File: src/rtl/step_atten_pkg.sv
package step_atten_pkg;
  parameter int unsigned WORD_W = 7;
  parameter int unsigned SYNC_N = 2;
  typedef logic [WORD_W-1:0] att_word_t;
  typedef struct packed {
    logic      mode;
    logic      sclk;
    logic      sdata;
    logic      latch;
    att_word_t par;
  } pins_t;
  localparam int unsigned PINS_W = $bits(pins_t);
endpackage

File: src/rtl/sa_pin_sync.sv
module sa_pin_sync #(
  parameter int unsigned W      = 1,
  parameter int unsigned STAGES = 2
) (
  input  logic         clk_i,
  input  logic         rst_ni,
  input  logic [W-1:0] d_i,
  output logic [W-1:0] q_o
);
  logic [W-1:0] stg_q [STAGES];

  always_ff @(posedge clk_i or negedge rst_ni) begin
    if (!rst_ni) begin
      for (int i = 0; i < int'(STAGES); i++) stg_q[i] <= '0;
    end else begin
      stg_q[0] <= d_i;
      for (int i = 1; i < int'(STAGES); i++) stg_q[i] <= stg_q[i-1];
    end
  end

  assign q_o = stg_q[STAGES-1];
endmodule

File: src/rtl/sa_shift_reg.sv
module sa_shift_reg #(
  parameter int unsigned W = 7
) (
  input  logic         clk_i,
  input  logic         rst_ni,
  input  logic         shift_en_i,
  input  logic         bit_i,
  output logic [W-1:0] word_o
);
  logic [W-1:0] sr_q;

  always_ff @(posedge clk_i or negedge rst_ni) begin
    if (!rst_ni)         sr_q <= '0;
    else if (shift_en_i) sr_q <= {sr_q[W-2:0], bit_i};
  end

  assign word_o = sr_q;
endmodule

File: src/rtl/sa_out_latch.sv
module sa_out_latch #(
  parameter int unsigned W = 7
) (
  input  logic         clk_i,
  input  logic         rst_ni,
  input  logic         load_i,
  input  logic         sel_ser_i,
  input  logic [W-1:0] ser_word_i,
  input  logic [W-1:0] par_word_i,
  output logic [W-1:0] word_o
);
  logic [W-1:0] word_q;

  // power-up state is full attenuation
  always_ff @(posedge clk_i or negedge rst_ni) begin
    if (!rst_ni)     word_q <= '1;
    else if (load_i) word_q <= sel_ser_i ? ser_word_i : par_word_i;
  end

  assign word_o = word_q;
endmodule

File: src/rtl/step_atten_ctrl.sv
module step_atten_ctrl
  import step_atten_pkg::*;
(
  input  logic              clk_i,
  input  logic              rst_ni,
  input  logic              ser_mode_i,
  input  logic              sclk_i,
  input  logic              sdata_i,
  input  logic              latch_en_i,
  input  logic [WORD_W-1:0] par_word_i,
  output logic [WORD_W-1:0] atten_word_o,
  output logic [WORD_W-1:0] atten_qdb_o
);
  pins_t     pins_raw, pins_s;
  logic      mode_s, latch_s, sdata_s, sclk_s, sclk_q, sclk_rise, shift_en;
  att_word_t par_s, shreg;

  assign pins_raw = '{mode: ser_mode_i, sclk: sclk_i, sdata: sdata_i,
                      latch: latch_en_i, par: par_word_i};

  sa_pin_sync #(.W(PINS_W), .STAGES(SYNC_N)) u_sync (
    .clk_i (clk_i),
    .rst_ni(rst_ni),
    .d_i   (pins_raw),
    .q_o   (pins_s)
  );

  assign mode_s  = pins_s.mode;
  assign latch_s = pins_s.latch;
  assign sdata_s = pins_s.sdata;
  assign sclk_s  = pins_s.sclk;
  assign par_s   = pins_s.par;

  always_ff @(posedge clk_i or negedge rst_ni) begin
    if (!rst_ni) sclk_q <= 1'b0;
    else         sclk_q <= sclk_s;
  end

  assign sclk_rise = sclk_s & ~sclk_q;
  // shift clock is masked while the latch is open
  assign shift_en  = mode_s & sclk_rise & ~latch_s;

  sa_shift_reg #(.W(WORD_W)) u_shift (
    .clk_i     (clk_i),
    .rst_ni    (rst_ni),
    .shift_en_i(shift_en),
    .bit_i     (sdata_s),
    .word_o    (shreg)
  );

  sa_out_latch #(.W(WORD_W)) u_latch (
    .clk_i     (clk_i),
    .rst_ni    (rst_ni),
    .load_i    (latch_s),
    .sel_ser_i (mode_s),
    .ser_word_i(shreg),
    .par_word_i(par_s),
    .word_o    (atten_word_o)
  );

  // stage i weighs 2^i quarter-dB steps
  always_comb begin
    atten_qdb_o = '0;
    for (int i = 0; i < int'(WORD_W); i++)
      if (atten_word_o[i]) atten_qdb_o = atten_qdb_o + (WORD_W'(1) << i);
  end
endmodule

File: config.mk
export PLATFORM = sky130hd
export DESIGN_NAME = step_atten_ctrl
export DESIGN_NICKNAME = d
export VERILOG_FILES = /design/src/rtl/step_atten_pkg.sv /design/src/rtl/sa_pin_sync.sv /design/src/rtl/sa_shift_reg.sv /design/src/rtl/sa_out_latch.sv /design/src/rtl/step_atten_ctrl.sv
export SDC_FILE = /design/constraint.sdc
export NUM_CORES = 1
export LEC_CHECK = 0
export BUFFER_PORTS_ARGS = -buffer_cell sky130_fd_sc_hd__buf_2
export CAP_MARGIN = 10
export CORE_ASPECT_RATIO = 0.6
export CORE_MARGIN = 3
export CORE_UTILIZATION = 55
export CTS_BUF_LIST = sky130_fd_sc_hd__clkbuf_4 sky130_fd_sc_hd__clkbuf_8
export DETAILED_ROUTE_END_ITERATION = 8
export PLACE_DENSITY = 0.8
export SETUP_SLACK_MARGIN = 0.1
export SYNTH_ARGS = -nofsm -noshare
export SYNTH_HDL_FRONTEND = slang
export SYNTH_SLANG_ARGS = --single-unit
File: constraint.sdc
create_clock -name clk_i -period 1.5 [get_ports clk_i]
set_input_delay 0.15 -clock clk_i [delete_from_list [all_inputs] [get_ports clk_i]]
set_output_delay 0.15 -clock clk_i [all_outputs]
set_load 0.02 [all_outputs]
After elaboration in Yosys (flattened, before gate mapping):

Index checks and enable logic that the tools add are counted.
W data, S select, Z words.

* register bits after elaboration: 37
* input port bits: 13
* output and inout bits: 14
* logic and storage cells: 24

* add/subtract/negate cells: 6
* muxes and demuxes: 8
* bitwise operators: 5

Operators by type and width (count)
* $mux W7: 6
* $add A7 B3 Y7 const B: 1
* $add A7 B4 Y7 const B: 1
* $add A7 B5 Y7 const B: 1
* $add A7 B6 Y7 const B: 1
* $add A7 B7 Y7 const B: 1
* $add A1 B2 Y3 const B: 1
* $and A1 B1 Y1: 3
* $mux W3: 1
* $not A1 Y1: 2
* $mux W1: 1

Depth between registers and ports, before layout:

* depth after elaboration: 13
* mapped depth: 4
* depth with buffers taken out: 2

By module:

A second synthesis with hierarchy kept.

* cell total of the unflattened synthesis: 87
* area total of the unflattened synthesis: 1352.5 um^2

By module, submodules not included
* sa_pin_sync: times used 1, cells an instance 33, area an instance 633.1 um^2, seq. area each 550.5 um^2
* sa_out_latch: times used 1, cells an instance 30, area an instance 337.8 um^2, seq. area each 183.9 um^2
* sa_shift_reg: times used 1, cells an instance 15, area an instance 291.5 um^2, seq. area each 175.2 um^2
* step_atten_ctrl: times used 1, cells an instance 9, area an instance 90.1 um^2, seq. area each 25.0 um^2

Least setup slack after synthesis:

No wires, ideal clock.

* path type: register to register
* from: reg u_sync.stg_q, in the netlist u_sync.q_o[7]
* to: reg u_shift.sr_q[0], in the netlist u_shift.word_o[0]
* library setup time: 0.125 ns
* arrival: 1.110 ns
* required time: 1.375 ns
* slack: 0.265 ns
* stages on the path, launching flop included: 4
* path buffers: 1
* clock period less this slack: 1.235 ns
* cells stage by stage: dfrtp_1 -> and4bb_1 -> buf_6 -> mux2_4

* word-level cells in the longest chain between the ends: 2

RTL lines
* start: declaration: line sa_pin_sync.sv:10 `logic [W-1:0] stg_q [STAGES];`
* $not A1 Y1: line step_atten_ctrl.sv:41 `assign shift_en = mode_s & sclk_rise & ~latch_s;`
* $and A1 B1 Y1: line step_atten_ctrl.sv:41
* end signal: assignment: line sa_shift_reg.sv:14 `else if (shift_en_i) sr_q <= {sr_q[W-2:0], bit_i};`
* end: declaration: line sa_shift_reg.sv:10 `logic [W-1:0] sr_q;`

No other way between the ends.
A chain may end at the register's enable or synchronous reset.

Worst setup path after layout:

* from: reg u_sync.stg_q, in the netlist u_sync.q_o[7]
* to: reg u_shift.sr_q[1], in the netlist u_shift.word_o[1]

Same word-level chain as after synthesis.

==> impl_results.html <==
<table>
<tr><th>Metric</th><th>Value</th></tr>
<tr><th colspan="2">Outcome</th></tr>
<tr><td>Result of the run</td><td>finished clean</td></tr>
<tr><th colspan="2">Setup path</th></tr>
<tr><td>Data required time of the critical path</td><td>1.67 ns</td></tr>
<tr><td>Worst Reg2Reg Path Length in Cells</td><td>2</td></tr>
<tr><td>CP startpoint kind</td><td>register</td></tr>
<tr><td>CP arrival</td><td>1.44 ns</td></tr>
<tr><td>Start of the worst register-to-register path</td><td>u_sync.q_o[7]</td></tr>
<tr><td>Critical register-to-register path endpoint</td><td>u_shift.word_o[1]</td></tr>
<tr><td>Kind of critical path</td><td>register to register</td></tr>
<tr><td>Type of element capturing the critical path</td><td>register</td></tr>
<tr><td>Largest driver fanout on the critical path</td><td>7</td></tr>
<tr><td>Register-to-register setup slack</td><td>0.23 ns</td></tr>
<tr><th colspan="2">Job</th></tr>
<tr><td>Reported max-cap violation count</td><td>0</td></tr>
<tr><th colspan="2">Synthesis</th></tr>
<tr><td>Share of flip-flops with an asynchronous set or reset</td><td>1.00</td></tr>
<tr><td>Syn Std Cell Area</td><td>0.00126 mm2</td></tr>
<tr><td>Register area share after synthesis</td><td>0.740</td></tr>
<tr><td>Number of warnings printed during yosys synthesis</td><td>0</td></tr>
<tr><td>Post-synth top area share</td><td>0.595</td></tr>
<tr><td>Top cells by area in the synthesized netlist</td><td>sky130_fd_sc_hd__dfrtp_1 (59%), sky130_fd_sc_hd__dfstp_2 (15%), sky130_fd_sc_hd__mux2_4 (8.3%)</td></tr>
<tr><td>Post-synthesis cell type with the largest combined area</td><td>sky130_fd_sc_hd__dfrtp_1</td></tr>
<tr><td>Syn nets</td><td>89</td></tr>
<tr><td>Synth cell types</td><td>10</td></tr>
<tr><td>Primary flip-flop cell chosen by synthesis mapping</td><td>sky130_fd_sc_hd__dfrtp_1</td></tr>
<tr><td>Cell with the most instances after synthesis</td><td>sky130_fd_sc_hd__dfrtp_1</td></tr>
<tr><td>Flops &amp; latches, synth</td><td>37</td></tr>
<tr><td>Syn avg cell area</td><td>16.6 um2</td></tr>
<tr><td>Post-Synthesis Cells</td><td>76</td></tr>
<tr><td>EDFF count, synth</td><td>0</td></tr>
<tr><th colspan="2">Worst hold path</th></tr>
<tr><td>Worst Hold Class</td><td>register to register</td></tr>
<tr><td>Beginning of the worst hold path</td><td>u_sync.stg_q[21]</td></tr>
<tr><td>Hold endpoint</td><td>u_sync.q_o[10]</td></tr>
<tr><td>Hold Path Depth</td><td>0</td></tr>
<tr><th colspan="2">Final layout</th></tr>
<tr><td>Final cell area excluding filler cells</td><td>0.00160 mm2</td></tr>
<tr><td>Count of filler cells inserted in the layout</td><td>115</td></tr>
<tr><td>Fraction of layout cells with a size suffix above 1</td><td>0.447</td></tr>
<tr><td>Number of nets at the end of the flow</td><td>126</td></tr>
<tr><td>Growth of design area from synthesis to finish</td><td>27.1%</td></tr>
<tr><td>Final Core Density</td><td>0.803</td></tr>
<tr><td>Non-filler instance count after layout</td><td>142</td></tr>
<tr><td>Diode insertion count for antenna repair</td><td>0</td></tr>
<tr><th colspan="2">Power and ir drop</th></tr>
<tr><td>Sw power</td><td>559 uW</td></tr>
<tr><td>Sw Share</td><td>0.231</td></tr>
<tr><td>Total power after layout</td><td>2420 uW</td></tr>
<tr><td>Share of total power in combinational logic</td><td>0.140</td></tr>
<tr><td>Clk pwr share</td><td>0.363</td></tr>
<tr><td>Power density of the placed cells</td><td>1510 mW/mm2</td></tr>
<tr><td>Cell internal power dissipation</td><td>1860 uW</td></tr>
<tr><td>Leakage power of the design</td><td>0.000771 uW</td></tr>
<tr><td>Peak VDD IR</td><td>1.20 mV</td></tr>
<tr><td>Part of the total power dissipated in sequential elements</td><td>0.497</td></tr>
<tr><th colspan="2">Timing</th></tr>
<tr><td>Unrepaired setup endpoints after global routing</td><td>no</td></tr>
<tr><td>Final number of hold-violating endpoints</td><td>0</td></tr>
<tr><td>Setup clock skew after layout</td><td>0.0124 ns</td></tr>
<tr><td>Final worst path period need</td><td>1.27 ns</td></tr>
<tr><td>Slew at the pin with the worst max-slew slack</td><td>0.756 ns</td></tr>
<tr><td>Max_slew headroom</td><td>0.496</td></tr>
<tr><td>Aggregate negative setup slack</td><td>0 ns</td></tr>
<tr><td>Final setup viols</td><td>0</td></tr>
<tr><td>Timing-limited maximum frequency</td><td>788 MHz</td></tr>
<tr><td>Pins Over Slew Limit</td><td>0</td></tr>
<tr><td>Share of the cycle needed by the critical path after routing</td><td>0.846</td></tr>
<tr><th colspan="2">GRT</th></tr>
<tr><td>Initial antenna violation count</td><td>0</td></tr>
<tr><td>Maximum number of pins on one net before global-route repair</td><td>38</td></tr>
<tr><td>Number of global-route vias before repair</td><td>650</td></tr>
<tr><td>Overall track demand over capacity in global routing</td><td>0.168</td></tr>
<tr><td>Global-route wire length before repair</td><td>3200 um</td></tr>
<tr><td>Overflow left after global routing</td><td>0</td></tr>
<tr><th colspan="2">Die</th></tr>
<tr><td>Starting utilization of the core area</td><td>0.632</td></tr>
<tr><td>Die Span Y</td><td>43.1 um</td></tr>
<tr><td>Overall die area</td><td>0.00293 mm2</td></tr>
<tr><td>IO Pins</td><td>27</td></tr>
<tr><td>Die X-Extent</td><td>67.9 um</td></tr>
<tr><td>Rows</td><td>12</td></tr>
<tr><td>Core area</td><td>0.00200 mm2</td></tr>
<tr><th colspan="2">CTS</th></tr>
<tr><td>Clock buffer count from CTS</td><td>5</td></tr>
<tr><td>Number of buffers on the longest clock path</td><td>2</td></tr>
<tr><td>Root Driver</td><td>sky130_fd_sc_hd__clkbuf_8</td></tr>
<tr><td>Clock latency at the later pin of the worst-skew pair</td><td>0.28 ns</td></tr>
<tr><td>Number of setup buffers added after CTS</td><td>0</td></tr>
<tr><td>Clock H-tree levels</td><td>2</td></tr>
<tr><td>Clock-pin slew on the worst setup and hold paths</td><td>0.07 ns</td></tr>
<tr><td>Clock sink count</td><td>37</td></tr>
<tr><td>TritonCTS clock tree</td><td>yes</td></tr>
<tr><th colspan="2">Place</th></tr>
<tr><td>Port Buf Inserts</td><td>26</td></tr>
<tr><td>Gp weighted congestion</td><td>0.698</td></tr>
<tr><td>Placed Instance Area</td><td>0.00136 mm2</td></tr>
<tr><td>Total instance count after detailed placement</td><td>122</td></tr>
<tr><th colspan="2">Routing</th></tr>
<tr><td>DRC Markers</td><td>0</td></tr>
<tr><td>1st-pass router iterations</td><td>3</td></tr>
<tr><td>Total wire length after detailed routing</td><td>1920 um</td></tr>
<tr><td>Via count</td><td>647</td></tr>
<tr><td>Via density</td><td>4.56</td></tr>
<tr><td>Detailed router's first-iteration violation count</td><td>30</td></tr>
<tr><td>Post-route antenna net violation count</td><td>0</td></tr>
<tr><td>Post-detailed-route wirelength per cell</td><td>13.5 um</td></tr>
</table>
## power groups by stage
| stage | sequential, uW | clock [uW] | combinational [uW] |
|---|---|---|---|
| finish | 1200 | 878 | 338 |
| CTS | 1200 | 902 | 340 |
| detailed placement | 1220 | 0 | 315 |
| global route | 1220 | 969 | 367 |
| global placement | 1210 | 0 | 308 |
| floorplan | 1240 | 0 | 213 |
## placed cells by master (no fill, tap or decap)
cell and count:
sky130_fd_sc_hd__a21oi_1 7, sky130_fd_sc_hd__and4bb_2 1, sky130_fd_sc_hd__buf_2 26, sky130_fd_sc_hd__buf_4 2, sky130_fd_sc_hd__bufinv_16 1, sky130_fd_sc_hd__clkbuf_4 1, sky130_fd_sc_hd__clkbuf_8 6, sky130_fd_sc_hd__dfrtp_1 30
sky130_fd_sc_hd__dfstp_2 7, sky130_fd_sc_hd__dlygate4sd3_1 12, sky130_fd_sc_hd__mux2_4 7, sky130_fd_sc_hd__mux2i_1 7, sky130_fd_sc_hd__nor2_1 7
## registers in the layout, summed over array words and instances, names as in the netlist
| name | cells |
|---|---|
| u_shift.word_o | 7 |
| u_sync.q_o | 11 |
| u_latch.word_o | 7 |
| u_sync.stg_q | 11 |
| sclk_q | 1 |
## layer usage
layer	track usage	part of all wire	vias to the layer above
li1	-	-	321
met1	0.203	0.43	300
met2	0.246	0.48	22
met3	0.0820	0.068	4
met4	0.0949	0.022	0
met5	0	0	-
## cells by family (layout without fill, tap and decap cells)
logic type      after synthesis  after routing  share of synthesized area
compound gates                7              7                     0.0277
mux                          14             14                      0.139
flops                        37             37                      0.740
simple gates                  8              8                     0.0307
buf+inv                      10             48                     0.0624
## stage by stage
stage                     hold WS (ns)  worst slack [ns]
after CTS                        0.349             0.139
after global routing             0.354             0.167
after floorplan                 -0.146             0.265
after global placement           0.249             0.168
after detailed placement         0.259             0.139
final                            0.348             0.231
## area by class of cell
class	count	area, um2	area share
clock buffers	7	90.1	0.0562
clock inverters	1	30.0	0.0187
multi-input cells	29	249	0.155
flip-flops and latches	37	935	0.583
well taps	28	35.0	0.0218
repair buffers	40	265	0.165
## worst max path at each step
stage,start,to,cells past startpoint
final,u_sync.q_o[7],u_shift.word_o[1],2
after floorplan,u_sync.q_o[7],u_shift.word_o[0],3
after global routing,u_sync.q_o[7],u_shift.word_o[1],2
after CTS,u_sync.q_o[7],u_shift.word_o[1],2
after detailed placement,u_sync.q_o[7],u_shift.word_o[6],2
after global placement,u_sync.q_o[7],u_shift.word_o[1],2
## critical path: stages (launching register included)
cell	delay, ns
sky130_fd_sc_hd__dfrtp_1	0.37
sky130_fd_sc_hd__and4bb_2	0.46
sky130_fd_sc_hd__mux2_4	0.33
## what timing repair did
item / 4_1_cts / 5_1_grt
hold buffers: 12 / 0
endpoints found under the hold margin: 41 / 0
setup endpoints to repair: 0 / 7
gates resized for setup: 0 / 1
Power figures use the tool's default switching activity.
